$ cat src/rtl/dly_trim_pkg.sv
package dly_trim_pkg;

   typedef enum logic {
      STEP_UP = 1'b0,
      STEP_DN = 1'b1
   } step_dir_e;

   typedef struct packed {
      logic      valid;
      step_dir_e dir;
   } step_req_t;

endpackage

$ cat src/rtl/dly_trim_edge.sv
module dly_trim_edge
   import dly_trim_pkg::*;
(
   input  logic      clk,
   input  logic      rst_n,
   input  logic      move,
   input  logic      dir_dn,
   output step_req_t req
);

   logic move_q;

   always_ff @(posedge clk or negedge rst_n) begin
      if (!rst_n) move_q <= 1'b0;
      else        move_q <= move;
   end

   always_comb begin
      req.valid = move_q & ~move;
      req.dir   = step_dir_e'(dir_dn);
   end


   step_once_chk: assert property (@(posedge clk) disable iff (!rst_n)
      req.valid |=> !req.valid);

endmodule

$ cat src/rtl/dly_trim_offset.sv
module dly_trim_offset
   import dly_trim_pkg::*;
#(
   parameter int OFS_W = 7
) (
   input  logic                    clk,
   input  logic                    rst_n,
   input  logic                    load_n,
   input  step_req_t               req,
   output logic signed [OFS_W-1:0] ofs,
   output logic                    flag
);

   localparam logic signed [OFS_W-1:0] OFS_MAX = {1'b0, {(OFS_W-1){1'b1}}};
   localparam logic signed [OFS_W-1:0] OFS_MIN = {1'b1, {(OFS_W-1){1'b0}}};
   localparam logic signed [OFS_W-1:0] ONE     = OFS_W'(1);

   logic signed [OFS_W-1:0] ofs_nxt;
   logic                    flag_nxt;

   always_comb begin
      ofs_nxt  = ofs;
      flag_nxt = flag;
      if (req.valid) begin
         if (req.dir == STEP_UP) begin
            ofs_nxt  = (ofs == OFS_MAX) ? ofs : ofs + ONE;
            flag_nxt = (ofs_nxt == OFS_MAX);
         end else begin
            ofs_nxt  = (ofs == OFS_MIN) ? ofs : ofs - ONE;
            flag_nxt = (ofs_nxt == OFS_MIN);
         end
      end
   end

   always_ff @(posedge clk or negedge rst_n) begin
      if (!rst_n) begin
         ofs  <= '0;
         flag <= 1'b0;
      end else if (!load_n) begin
         ofs  <= '0;
         flag <= 1'b0;
      end else begin
         ofs  <= ofs_nxt;
         flag <= flag_nxt;
      end
   end


   load_clr_chk: assert property (@(posedge clk) disable iff (!rst_n)
      !load_n |=> (ofs == '0) && !flag);


   idle_hold_chk: assert property (@(posedge clk) disable iff (!rst_n)
      (load_n && !req.valid) |=> $stable(ofs) && $stable(flag));


   up_step_chk: assert property (@(posedge clk) disable iff (!rst_n)
      (load_n && req.valid && req.dir == STEP_UP && ofs != OFS_MAX)
      |=> ofs == $past(ofs) + ONE);


   dn_step_chk: assert property (@(posedge clk) disable iff (!rst_n)
      (load_n && req.valid && req.dir == STEP_DN && ofs != OFS_MIN)
      |=> ofs == $past(ofs) - ONE);


   no_wrap_up_chk: assert property (@(posedge clk) disable iff (!rst_n)
      (load_n && ofs == OFS_MAX) |=> ofs != OFS_MIN);


   no_wrap_dn_chk: assert property (@(posedge clk) disable iff (!rst_n)
      (load_n && ofs == OFS_MIN) |=> ofs != OFS_MAX);


   flag_at_lim_chk: assert property (@(posedge clk) disable iff (!rst_n)
      flag |-> (ofs == OFS_MAX) || (ofs == OFS_MIN));

endmodule

$ cat src/rtl/dly_trim_sum.sv
module dly_trim_sum #(
   parameter int CODE_W = 8,
   parameter int OFS_W  = 7
) (
   input  logic [CODE_W-1:0]       base,
   input  logic signed [OFS_W-1:0] ofs,
   output logic [CODE_W-1:0]       code
);

   localparam int SUM_W = CODE_W + 2;
   localparam logic signed [SUM_W-1:0] CODE_TOP = SUM_W'((1 << CODE_W) - 1);

   logic signed [SUM_W-1:0] base_x;
   logic signed [SUM_W-1:0] ofs_x;
   logic signed [SUM_W-1:0] sum;

   always_comb begin
      base_x = signed'({2'b00, base});
      ofs_x  = SUM_W'(ofs);
      sum    = base_x + ofs_x;
      if (sum < 0)             code = '0;
      else if (sum > CODE_TOP) code = CODE_TOP[CODE_W-1:0];
      else                     code = sum[CODE_W-1:0];
   end

endmodule

$ cat src/rtl/dly_trim_top.sv
module dly_trim_top
   import dly_trim_pkg::*;
#(
   parameter int CODE_W = 8,
   parameter int OFS_W  = 7
) (
   input  logic              clk,
   input  logic              rst_n,
   input  logic [CODE_W-1:0] base_code,
   input  logic              load_n,
   input  logic              move,
   input  logic              dir_dn,
   output logic [CODE_W-1:0] trim_code,
   output logic              lim_flag
);

   generate
      if (OFS_W < 2 || OFS_W > CODE_W) begin : g_bad_ofs_w
         $error("dly_trim_top: OFS_W must be in 2..CODE_W");
      end
      if (CODE_W < 2 || CODE_W > 16) begin : g_bad_code_w
         $error("dly_trim_top: CODE_W must be in 2..16");
      end
   endgenerate

   step_req_t               req;
   logic signed [OFS_W-1:0] ofs;

   dly_trim_edge u_edge (
      .clk    (clk),
      .rst_n  (rst_n),
      .move   (move),
      .dir_dn (dir_dn),
      .req    (req)
   );

   dly_trim_offset #(.OFS_W(OFS_W)) u_ofs (
      .clk    (clk),
      .rst_n  (rst_n),
      .load_n (load_n),
      .req    (req),
      .ofs    (ofs),
      .flag   (lim_flag)
   );

   dly_trim_sum #(.CODE_W(CODE_W), .OFS_W(OFS_W)) u_sum (
      .base (base_code),
      .ofs  (ofs),
      .code (trim_code)
   );


   load_pass_chk: assert property (@(posedge clk) disable iff (!rst_n)
      !load_n |=> trim_code == base_code);


   load_over_move_chk: assert property (@(posedge clk) disable iff (!rst_n)
      (!load_n && $fell(move)) |=> !lim_flag && trim_code == base_code);

endmodule

$ cat config.mk
export PLATFORM = sky130hd
export DESIGN_NAME = dly_trim_top
export DESIGN_NICKNAME = d
export VERILOG_FILES = /design/src/rtl/dly_trim_pkg.sv /design/src/rtl/dly_trim_edge.sv /design/src/rtl/dly_trim_offset.sv /design/src/rtl/dly_trim_sum.sv /design/src/rtl/dly_trim_top.sv
export SDC_FILE = /design/constraint.sdc
export NUM_CORES = 1
export LEC_CHECK = 0
export CORE_MARGIN = 5
export CORE_UTILIZATION = 40
export CTS_CLUSTER_DIAMETER = 120
export CTS_CLUSTER_SIZE = 10
export DETAILED_ROUTE_END_ITERATION = 8
export DONT_BUFFER_PORTS = 1
export PLACE_DENSITY_LB_ADDON = 0.05
export SLEW_MARGIN = 20
export SYNTH_ARGS = -nofsm -noshare
export SYNTH_HDL_FRONTEND = slang
export SYNTH_SLANG_ARGS = --single-unit
$ cat constraint.sdc
create_clock -name clk -period 3.15 [get_ports clk]
set_clock_uncertainty 0.1 [all_clocks]
set_input_delay 0.4725 -clock clk [delete_from_list [all_inputs] [get_ports clk]]
set_output_delay 0.4725 -clock clk [all_outputs]
set_load 0.02 [all_outputs]
---- Yosys cells after proc, flatten, opt, wreduce, memory -nomap -nowiden ----
Cells that the tools add are included.
storage, ports and cells
  register bits after elaboration ......... 9
  bits of input ports ..................... 13
  output and inout bits ................... 9
cells by class
  eq/ne operators ......................... 5
  muxes and demuxes ....................... 10
  add/sub/neg operators ................... 3
  magnitude comparators ................... 2
  bitwise gates (word level) .............. 2
operators with widths
  kind                                                             count
  2-to-1 mux 7 bit                                                 5
  == test 7 bit (second input constant)                            4
  2-to-1 mux 8 bit                                                 2
  adder 9 x 7 -> 10 bit                                            1
  greater-than comparator 10 x 9 -> 1 bit (second input constant)  1
  < comparator 10 x 1 -> 1 bit (second input constant)             1
  adder 7 x 2 -> 7 bit (second input constant)                     1
  subtractor 7 x 2 -> 7 bit (second input constant)                1
  2-to-1 mux 1 bit                                                 3
  != test 2 x 1 -> 1 bit (second input constant)                   1
  AND 1 bit                                                        1
  inverter 1 bit                                                   1

---- Logic depth before layout (Yosys ltp) ----
  word-level depth ........................ 6
  mapped depth ............................ 9
  depth with buffers taken out ............ 8

---- Modules after synthesis ----
From an unflattened synthesis, not the netlist that was laid out.
unflattened totals
  cell total of the unflattened synthesis .. 184
  area total of the unflattened synthesis .. 1540.2 µm²
modules (own cells, without submodules)
  module           cells an instance  times used  area an instance (µm²)
  dly_trim_offset  101                1           862.1
  dly_trim_sum     80                 1           631.9
  dly_trim_edge    3                  1           46.3

---- Worst setup path after synthesis ----
OpenSTA, ideal clock, no wires.
  kind .................................... input -> output
  start point ............................. input base_code[0]
  end point ............................... output trim_code[0]
  setup slack ............................. 0.239 ns
  path buffers ............................ 1
  data arrival time ....................... 2.338 ns
  stages .................................. 9
  path through ............................ ha_1 > inv_1 > fa_1 > nor2b_4 > o31a_2 > o21ai_0 > or4b_1 > buf_2 > o21ai_0
on the way
  cells in the longest elaborated chain, start to end .. 4
RTL lines
  element                                  RTL line            RTL
  start, declared                          dly_trim_top.sv:9   input logic [CODE_W-1:0] base_code,
  adder 9 x 7 -> 10 bit *                  dly_trim_sum.sv:20  sum = base_x + ofs_x;
  greater-than comparator 10 x 9 -> 1 bit  dly_trim_sum.sv:22  else if (sum > CODE_TOP) code = CODE_TOP[CODE_W-1:0];
  2-to-1 mux 8 bit                         dly_trim_sum.sv:22
  2-to-1 mux 8 bit *                       dly_trim_sum.sv:21  if (sum < 0) code = '0;
  end, declared                            dly_trim_top.sv:13  output logic [CODE_W-1:0] trim_code,
Every way passes the cells marked *; elsewhere a longest branch is shown, timed or not.

---- Worst setup path after layout ----
  start point ............................. register u_ofs.ofs[0]
  end point ............................... output trim_code[6]
on the way
  cells in the longest elaborated chain, start to end .. 4
RTL lines
  element                                  RTL line               RTL
  start, declared                          dly_trim_offset.sv:10  output logic signed [OFS_W-1:0] ofs,
  start signal, assigned                   dly_trim_offset.sv:43  ofs <= ofs_nxt;
  adder 9 x 7 -> 10 bit *                  dly_trim_sum.sv:20
  greater-than comparator 10 x 9 -> 1 bit  dly_trim_sum.sv:22
  2-to-1 mux 8 bit                         dly_trim_sum.sv:22
  2-to-1 mux 8 bit *                       dly_trim_sum.sv:21
Marked as above.

==> flow_summary.ini <==
[clock_network]
tritoncts_num_sinks = 9
cts.path.max_buffers = 2
numCtsBuffers = 3
cts_tree = yes
clock_latency_on_the_worst_skew_pair_ns = 0.29
cts-root-buf = sky130_fd_sc_hd__clkbuf_4
path_clk_slew_ns = 0.08
cts_htree_levels = 1

[global_routing]
antenna_found_initial = 0
grt_util_all_layers = 0.175
grt_start_max_net_pins = 21
first_global_vias = 1475
first_pass_grt_wire_length_um = 7110
globalRoute.totalOverflow = 0

[hold_path]
worst_hold_path_type = input pin to flip-flop
min_from = move

[worst_setup_path]
timing.critical_path.fanout_max = 8
type_of_element_capturing_the_critical_path = output port
critical_path.endpoint = trim_code[6]
worst_r2r_path_depth = 7
worstSetupStartpointType = flip-flop
cp-startpoint = u_ofs.ofs[0]
cp.arrival_ns = 2.51
timing.critical_path.required_ns = 2.58
r2r-end = u_ofs.flag
path_class = flip-flop to output port
r2r_slack_ns = 0.79
r2r-start = u_ofs.ofs[0]

[detailed_routing]
num_vias = 1519
dr.pass1.iters = 5
remaining_drc_errors = 0
postRouteWirelength_um = 4200
ant_nets = 0
routed_wire_length_per_instance_um = 17.2
drtIter0Drc = 105
routed_via_density = 6.20

[timing]
timing.setup.tns_ns = 0
slew_headroom = 0.639
tcrit_tclk_final = 0.978
worstMarginPinSlew_ns = 0.536
slew_viol_final = 0
timing.final.crit_period_ns = 3.08
maxClockFrequency_mhz = 325
timing_hold_violations_final = 0
grt_setup_unrepaired = false
final-setup-viol-count = 0

[yosys]
post_synth_most_frequent_cells = sky130_fd_sc_hd__a21oi_1, sky130_fd_sc_hd__o21ai_0, sky130_fd_sc_hd__nand2_1, sky130_fd_sc_hd__ha_1, sky130_fd_sc_hd__inv_1
synth-seq-cells = 9
synth_enable_flop_cells = 0
yosys.area.top_type_share = 0.158
post_synthesis_area_per_instance_um2 = 7.61
synth_ff_type = sky130_fd_sc_hd__dfrtp_1
netlist.top_cell.by_area = sky130_fd_sc_hd__dfrtp_1
postSynthNetCount = 213
ys.warnings.count = 0
async_flop_share = 1.00
yosys.cell_count.top_type = sky130_fd_sc_hd__a21oi_1
netlist_instances = 187
synth_seq_area_share = 0.158
synth.cell_area_mm2 = 0.00142
synth_cell_types = 59
synth_area_leaders = sky130_fd_sc_hd__dfrtp_1, sky130_fd_sc_hd__ha_1, sky130_fd_sc_hd__a21oi_1

[pwr]
max-vdd-ir-drop_mv = 0.166
power_per_cell_area_mw_per_mm2 = 314
p_leak_nw = 0.639
finalPower_mw = 0.518

[die]
fp.dieW_um = 69.7
fp-row-count = 21
start_util = 0.420
io-pin-count = 22
dieArea_mm2 = 0.00485
die_h_um = 69.7
coreArea_mm2 = 0.00339

[cells_and_area]
post_route_cells_drive_above_1_share = 0.211
diodes = 0
synth_to_final_area_change_pct = 15.7
fillers = 342
layout.nets = 226
multiInputGateArea_mm2 = 0.00115
register_area_um2 = 225

[placed_design]
port_buffer_count = 0
gp_congestion = 0.894
detailed_placement_wirelength_estimate_um = 3250

[run_status]
run_status = finished, final reports clean

[run]
drv_cap = 0
## registers in the layout, summed over array words and instances, names as in the netlist
name           count
u_ofs.flag         1
u_ofs.ofs          7
u_edge.move_q      1
## critical path: stages, from the launching register on
cell and delay, ns:
sky130_fd_sc_hd__dfrtp_1 0.42, sky130_fd_sc_hd__ha_4 0.19, sky130_fd_sc_hd__inv_2 0.06, sky130_fd_sc_hd__fa_2 0.23
sky130_fd_sc_hd__nor2b_4 0.05, sky130_fd_sc_hd__o31a_4 0.30, sky130_fd_sc_hd__o21ai_2 0.16, sky130_fd_sc_hd__or4b_4 0.55
sky130_fd_sc_hd__o21ai_1 0.11, sky130_fd_sc_hd__buf_4 0.15
## cell type report
type,instances,area share
inverter,11,0.0251
tap,46,0.0349
sequential,9,0.137
clock buffer,4,0.0159
timing repair buffer,19,0.0881
multi-input combinational,156,0.699
## power breakdown
part | internal (mW) | leakage (nW) | total (mW) | switching (mW)
Sequential | 0.122 | 0.121 | 0.127 | 0.00490
Clock | 0.0493 | 0.0150 | 0.102 | 0.0526
Combinational | 0.123 | 0.503 | 0.289 | 0.166
Total | 0.294 | 0.639 | 0.518 | 0.223
## through the flow
stage	util	std cells	hold slack, ns	instance area [um^2]	setup WS, ns
detailed placement	0.457	239	0.0772	1550	0.0767
floorplan	-	187	0.0769	1420	0.239
CTS	0.471	244	0.125	1600	0.0166
global placement	0.457	239	0.0772	1550	0.177
global route	0.486	245	0.110	1650	0.00451
finish	0.486	245	0.121	1650	0.0691
## per-layer routing
metal,routed length [um],vias to the layer above,GRT usage,share of wire
met5,0,-,0,0
met4,49,0,0.0511,0.012
met3,212,5,0.0217,0.050
met2,2190,42,0.320,0.52
met1,1750,727,0.213,0.42
li1,-,745,-,-
## placed cells by master, fill, tap and decap left out, types with 5 or more instances in the layout
master	count
sky130_fd_sc_hd__a21oi_1	19
sky130_fd_sc_hd__a31oi_1	5
sky130_fd_sc_hd__buf_4	18
sky130_fd_sc_hd__dfrtp_1	9
sky130_fd_sc_hd__ha_1	11
sky130_fd_sc_hd__inv_1	10
sky130_fd_sc_hd__nand2_1	16
sky130_fd_sc_hd__nand3_1	5
sky130_fd_sc_hd__nor2_1	7
sky130_fd_sc_hd__o21ai_0	9
sky130_fd_sc_hd__o21ai_2	7
sky130_fd_sc_hd__xnor2_1	5
## cells by family (layout without fill, tap and decap cells)
group | count (synthesis) | count (layout) | share of synthesized area
AOI/OAI and AO/OA | 74 | 74 | 0.350
buffers and inverters | 22 | 34 | 0.0712
and+or+nand+nor | 61 | 61 | 0.251
xor gates and xnor gates | 7 | 7 | 0.0431
adders and majority gates | 13 | 13 | 0.120
DFF | 9 | 9 | 0.158
muxes | 1 | 1 | 0.00703
## worst min-delay path by stage
stage | end | slack (ns) | cells past startpoint
3_3_place_gp | u_ofs.ofs[2] | 0.08 | 0
3_5_place_dp | u_ofs.ofs[2] | 0.08 | 0
6_report | u_edge.move_q | 0.12 | 0
5_1_grt | u_edge.move_q | 0.11 | 0
2_1_floorplan | u_edge.move_q | 0.08 | 0
4_1_cts | u_edge.move_q | 0.12 | 0
## repair_timing
item | in CTS | in global routing
pin swaps | 0 | 1
hold buffers | 1 | 0
buffers inserted | 0 | 1
resized for setup | 4 | 18
endpoints found under the hold margin | 9 | 0
endpoints found under the setup margin | 8 | 8
Note: power is estimated with default switching activity, not from simulation.
